**src/rtl/pid_pkg.sv**
```systemverilog
package pid_pkg;

    // Registered state of the frame tracker
    typedef struct packed {
        logic active;
        logic bit_stb;
        logic bit_val;
        logic end_stb;
    } frame_st_t;

endpackage

```
**src/rtl/pid_sync.sv**
```systemverilog
module pid_sync #(
    parameter int STAGES = 2
) (
    input  logic clk,
    input  logic rst_n,
    input  logic din,
    output logic rise
);

    // STAGES synchroniser flops plus one history flop for edge detection
    logic [STAGES:0] sh_d, sh_q;

    always_comb begin
        sh_d = {sh_q[STAGES-1:0], din};
    end

    always_ff @(posedge clk) begin
        if (!rst_n) sh_q <= '0;
        else        sh_q <= sh_d;
    end

    assign rise = sh_q[STAGES-1] & ~sh_q[STAGES];

endmodule

```
**src/rtl/pid_timer.sv**
```systemverilog
module pid_timer #(
    parameter int CNT_W = 12,
    parameter int PARK  = 3000
) (
    input  logic             clk,
    input  logic             rst_n,
    input  logic             tick_en,
    input  logic             restart,
    output logic [CNT_W-1:0] cnt
);

    localparam logic [CNT_W-1:0] PARK_C = CNT_W'(PARK);

    logic [CNT_W-1:0] cnt_d, cnt_q;

    always_comb begin
        cnt_d = cnt_q;
        if (restart)                        cnt_d = '0;
        else if (tick_en && cnt_q != PARK_C) cnt_d = cnt_q + 1'b1;
    end

    always_ff @(posedge clk) begin
        if (!rst_n) cnt_q <= PARK_C;
        else        cnt_q <= cnt_d;
    end

    assign cnt = cnt_q;


    cnt_park_chk: assert property (@(posedge clk) disable iff (!rst_n)
        cnt_q <= PARK_C);


    cnt_restart_chk: assert property (@(posedge clk) disable iff (!rst_n)
        restart |=> (cnt_q == '0));


    cnt_hold_chk: assert property (@(posedge clk) disable iff (!rst_n)
        (!restart && !tick_en) |=> $stable(cnt_q));

endmodule

```
**src/rtl/pid_classify.sv**
```systemverilog
module pid_classify
    import pid_pkg::*;
#(
    parameter int CNT_W   = 12,
    parameter int ONE_LO  = 130,
    parameter int ONE_HI  = 170,
    parameter int ZERO_LO = 70,
    parameter int ZERO_HI = 110,
    parameter int TIMEOUT = 170
) (
    input  logic             clk,
    input  logic             rst_n,
    input  logic             rise,
    input  logic [CNT_W-1:0] cnt,
    output logic             bit_valid,
    output logic             bit_value,
    output logic             frame_end,
    output logic             frame_active
);

    localparam logic [CNT_W-1:0] ONE_LO_C  = CNT_W'(ONE_LO);
    localparam logic [CNT_W-1:0] ONE_HI_C  = CNT_W'(ONE_HI);
    localparam logic [CNT_W-1:0] ZERO_LO_C = CNT_W'(ZERO_LO);
    localparam logic [CNT_W-1:0] ZERO_HI_C = CNT_W'(ZERO_HI);
    localparam logic [CNT_W-1:0] TMO_C     = CNT_W'(TIMEOUT);

    frame_st_t st_d, st_q;
    logic      in_one, in_zero;

    always_comb begin
        in_one  = (cnt > ONE_LO_C)  && (cnt < ONE_HI_C);
        in_zero = (cnt > ZERO_LO_C) && (cnt < ZERO_HI_C);

        st_d         = st_q;
        st_d.bit_stb = 1'b0;
        st_d.end_stb = 1'b0;

        if (rise) begin
            if (in_one || in_zero) begin
                st_d.bit_stb = 1'b1;
                st_d.bit_val = in_one;
                st_d.active  = 1'b1;
            end else if (st_q.active) begin
                st_d.end_stb = 1'b1;
                st_d.active  = 1'b0;
            end
        end else if (st_q.active && (cnt >= TMO_C)) begin
            st_d.end_stb = 1'b1;
            st_d.active  = 1'b0;
        end
    end

    always_ff @(posedge clk) begin
        if (!rst_n) st_q <= '0;
        else        st_q <= st_d;
    end

    assign bit_valid    = st_q.bit_stb;
    assign bit_value    = st_q.bit_val;
    assign frame_end    = st_q.end_stb;
    assign frame_active = st_q.active;


    bit_in_frame_chk: assert property (@(posedge clk) disable iff (!rst_n)
        bit_valid |-> frame_active);


    bit_pulse_chk: assert property (@(posedge clk) disable iff (!rst_n)
        bit_valid |=> !bit_valid);


    end_drop_chk: assert property (@(posedge clk) disable iff (!rst_n)
        frame_end |-> (!frame_active && $past(frame_active)));


    strobe_excl_chk: assert property (@(posedge clk) disable iff (!rst_n)
        !(frame_end && bit_valid));

endmodule

```
**src/rtl/pulse_interval_decoder.sv**
```systemverilog
module pulse_interval_decoder #(
    parameter int ONE_NOM   = 150,
    parameter int ZERO_NOM  = 90,
    parameter int TOL       = 20,
    parameter int PARK_MULT = 20,
    parameter int SYNC_STG  = 2
) (
    input  logic clk,
    input  logic rst_n,
    input  logic tick_en,
    input  logic env_in,
    output logic bit_valid,
    output logic bit_value,
    output logic frame_end,
    output logic frame_active
);

    localparam int PARK  = ONE_NOM * PARK_MULT;
    localparam int CNT_W = $clog2(PARK + 1);

    logic             rise;
    logic [CNT_W-1:0] cnt;

    pid_sync #(
        .STAGES (SYNC_STG)
    ) i_sync (
        .clk   (clk),
        .rst_n (rst_n),
        .din   (env_in),
        .rise  (rise)
    );

    pid_timer #(
        .CNT_W (CNT_W),
        .PARK  (PARK)
    ) i_timer (
        .clk     (clk),
        .rst_n   (rst_n),
        .tick_en (tick_en),
        .restart (rise),
        .cnt     (cnt)
    );

    pid_classify #(
        .CNT_W   (CNT_W),
        .ONE_LO  (ONE_NOM - TOL),
        .ONE_HI  (ONE_NOM + TOL),
        .ZERO_LO (ZERO_NOM - TOL),
        .ZERO_HI (ZERO_NOM + TOL),
        .TIMEOUT (ONE_NOM + TOL)
    ) i_classify (
        .clk          (clk),
        .rst_n        (rst_n),
        .rise         (rise),
        .cnt          (cnt),
        .bit_valid    (bit_valid),
        .bit_value    (bit_value),
        .frame_end    (frame_end),
        .frame_active (frame_active)
    );

endmodule

```
**config.mk**
```make
export PLATFORM = sky130hd
export DESIGN_NAME = pulse_interval_decoder
export DESIGN_NICKNAME = d
export VERILOG_FILES = /design/src/rtl/pid_pkg.sv /design/src/rtl/pid_sync.sv /design/src/rtl/pid_timer.sv /design/src/rtl/pid_classify.sv /design/src/rtl/pulse_interval_decoder.sv
export SDC_FILE = /design/constraint.sdc
export NUM_CORES = 1
export LEC_CHECK = 0
export ABC_AREA = 1
export BUFFER_PORTS_ARGS = -buffer_cell sky130_fd_sc_hd__buf_2
export CAP_MARGIN = 20
export CORE_MARGIN = 8
export CORE_UTILIZATION = 55
export CTS_CLUSTER_DIAMETER = 50
export DETAILED_ROUTE_END_ITERATION = 8
export PLACE_DENSITY_LB_ADDON = 0.08
export SETUP_SLACK_MARGIN = 0.2
export SYNTH_ARGS = -nofsm -noshare
export SYNTH_HDL_FRONTEND = slang
export SYNTH_SLANG_ARGS = --single-unit
```
**constraint.sdc**
```tcl
create_clock -name clk -period 1.8 [get_ports clk]
set_input_delay 0.18 -clock clk [delete_from_list [all_inputs] [get_ports clk]]
set_output_delay 0.18 -clock clk [all_outputs]
set_load 0.02 [all_outputs]
```
==> summary.md <==
| Metric | Value |
|---|---|
| Worst VDD drop | `0.0006251 V` |
| Vias per std cell | `5.262` |
| Worst Skew | `7.358 ps` |
| CP max FO | `10` |
| # port buffers | `7` |
| NumNets Final | `202` |
| Sequential-to-total area share from yosys stat | `33.26%` |
| CTS tree | `done` |
| Syn Nets | `189` |
| XOR/XNOR Fraction of Synth Area | `3.063%` |
| Cells after Synth | `182` |
| Rows | `16` |
| Die area | `3795 um2` |
| Rel. slew slack | `75.52%` |
| Max cap viols | `0` |
| Fin crit period | `1500 ps` |
| Die height | `61.60 um` |
| Count leader, synth | `nand2_1` |
| Clk sinks | `19` |
| Clock Root Buffer | `clkbuf_4` |
| Status | `complete, no violations` |
| WL/cell | `12.07 um` |
| Iteration-0 DRC count of the detailed router | `54` |
| Final Hold Slack | `48.13 ps` |
| Measured slew at the worst slew-check pin | `365.8 ps` |
| Longest Clk Path Bufs | `2` |
| Slew Viols, Final | `0` |
| Synth Area in Adders | `3.282%` |
| Dominant synthesized flop cell | `dfxtp_1` |
| Hold/Removal Path Class | `in2reg` |
| Final Worst Setup Slack | `300.3 ps` |
| Synth Area in Simple Gates | `43.00%` |
| Number of remaining DRC errors | `0` |
| Largest family of logic cells by synthesized area | `simple AND/OR/NAND/NOR gates` |
| Post-synthesis mux area share | `0%` |
| Cell Pwr Density | `756.0 nW/um2` |
| Fill cell count | `187` |
| Detailed-router iteration count before antenna repair | `4` |
| Cts-stage hold buffer count | `0` |
| FF+latch count, synth | `19` |
| Area of the mapped netlist | `1144 um2` |
| Num CTS Buffers | `3` |
| Pleak | `0.6333 nW` |
| Setup violators final | `0` |
| Synthesis-to-layout area growth | `9.957%` |
| H-tree Lvls | `1` |
| Clk_lat worst skew | `310 ps` |
| Initial antenna violation count | `0` |
| Setup crit end kind | `flop` |
| Critical Path AT | `1750 ps` |
| First-pass GRT wire length | `4298 um` |
| Core Area | `1962 um2` |
| Total Power | `0.9506 mW` |
| Critical path type | `reg2reg` |
| Routed wire length | `2668 um` |
| Global route overflow | `0` |
| Pre-CTS setup slack | `287.7 ps` |
| Vias | `1163` |
| Dominant cells by area after synthesis | `dfxtp_1 33%, nand2_1 15%, nor2_1 9.5%` |
| Ant. Diodes | `0` |
| GRT Total Usage | `15.08%` |
| Synth area leader | `dfxtp_1` |
| Initial Util | `58.29%` |
| HPWL reported at the end of detailed placement | `1972 um` |
| Netlist cell types | `23` |
| Final Core Density | `64.09%` |
| Share of layout cells above drive strength 1 | `15.98%` |
| Clk pin slew, worst setup/hold paths | `120 ps` |
| Post-Syn Area per Cell | `6.284 um2` |
| Final ANT Viol Nets | `0` |
| I/O pin count | `8` |
| Required @ worst endpoint | `2050 ps` |
| Post-synthesis compound-gate area fraction | `6.565%` |
| Largest net degree at the start of global routing | `15` |
| Ys async rst share | `0%` |
| FMAX | `0.6668 GHz` |
| Syn. warnings | `0` |
| Vias in the first global route | `1020` |
| Fin crit share | `83.32%` |
| Placer congestion estimate | `0.9398` |
| Hold path cells | `3` |
| Number of synthesized flops with an enable pin | `0` |
| Final hold vios | `0` |
| Die X | `61.60 um` |
| R2R depth | `10` |
| Setup_tns | `0 ps` |
| Top-area cell type share of the netlist area | `33.26%` |
| RSZ-0062 raised after global routing | `no` |
| Top post-synthesis cells by count | `47 x nand2_1, 29 x nor2_1, 21 x inv_1` |
| Crit path launch type | `flop` |
[stage by stage]
step,area (um2),std cells
5_1_grt,1257,221
2_1_floorplan,1144,182
3_5_place_dp,1190,212
6_report,1257,221
3_3_place_gp,1190,212
4_1_cts,1217,216
[registers in the layout (all words and copies together) (netlist names)]
name and count:
i_classify.frame_active 1, i_classify.bit_value 1, i_sync.sh_q 3, i_classify.frame_end 1, i_classify.bit_valid 1, i_timer.cnt 12
[power breakdown]
part	leakage (nW)	internal [mW]	switching [mW]
registers	0.156	0.450	0.0493
logic	0.459	0.0900	0.136
clock network	0.0177	0.0831	0.142
[cell usage in the layout (no fill, tap or decap), types with 2 or more instances in the layout]
cell type,n
nand2_1,47
nor2_1,29
inv_1,20
nand3_1,19
dfxtp_1,17
nand4_1,7
a21oi_1,7
buf_2,7
buf_4,6
inv_2,5
o21ai_1,4
o21ai_0,4
ha_1,3
clkbuf_4,3
nor2_2,2
xnor2_1,2
xor2_1,2
nor3_1,2
dfxtp_2,2
[worst max-delay path, cell delays in order (launching register included)]
cell and delay [ps]:
dfxtp_2 370, inv_2 90, ha_1 150, nand2_1 60
nor2_1 140, nand3_2 110, nand2_4 140, inv_2 100
nor2_4 130, nand2_1 70, nand3_1 90
[what timing repair did]
item                       in CTS  in global routing
buffers inserted                0                  5
setup endpoints to repair       0                  9
resized for setup               0                  3
hold endpoints to repair        0                  0
[cell families (layout without fill, tap and decap cells)]
family,after synthesis,count (layout)
and+or+nand+nor,111,111
buffers and inverters,30,42
DFF,19,19
AOI/OAI and AO/OA,15,15
xor gates and xnor gates,4,4
adders and majority gates,3,3
[cell type report]
class	count	area, um2	share of cell area (%)
multi-input cells	133	639.4	50.85
flip-flops and latches	19	382.9	30.45
inverters	25	93.84	7.463
repair buffers	13	80.08	6.368
well taps	27	33.78	2.687
clock buffers	3	22.52	1.791
clock inverters	1	5.005	0.3980
[final timing paths]
path                                  endpoint  slack (ps)           start
worst max-delay path            i_timer.cnt[8]         300  i_timer.cnt[0]
worst min-delay path            i_sync.sh_q[0]          50          env_in
worst max register to register  i_timer.cnt[8]         300  i_timer.cnt[0]
worst min register to register  i_sync.sh_q[1]         430  i_sync.sh_q[0]
[per-layer routing]
layer | share of wire, % | GRT usage (%)
met5 | 0 | 0
met2 | 46 | 25.41
met4 | 2.3 | 5.195
met1 | 44 | 18.00
met3 | 7.0 | 3.758
(Power assumes the default switching activity.)
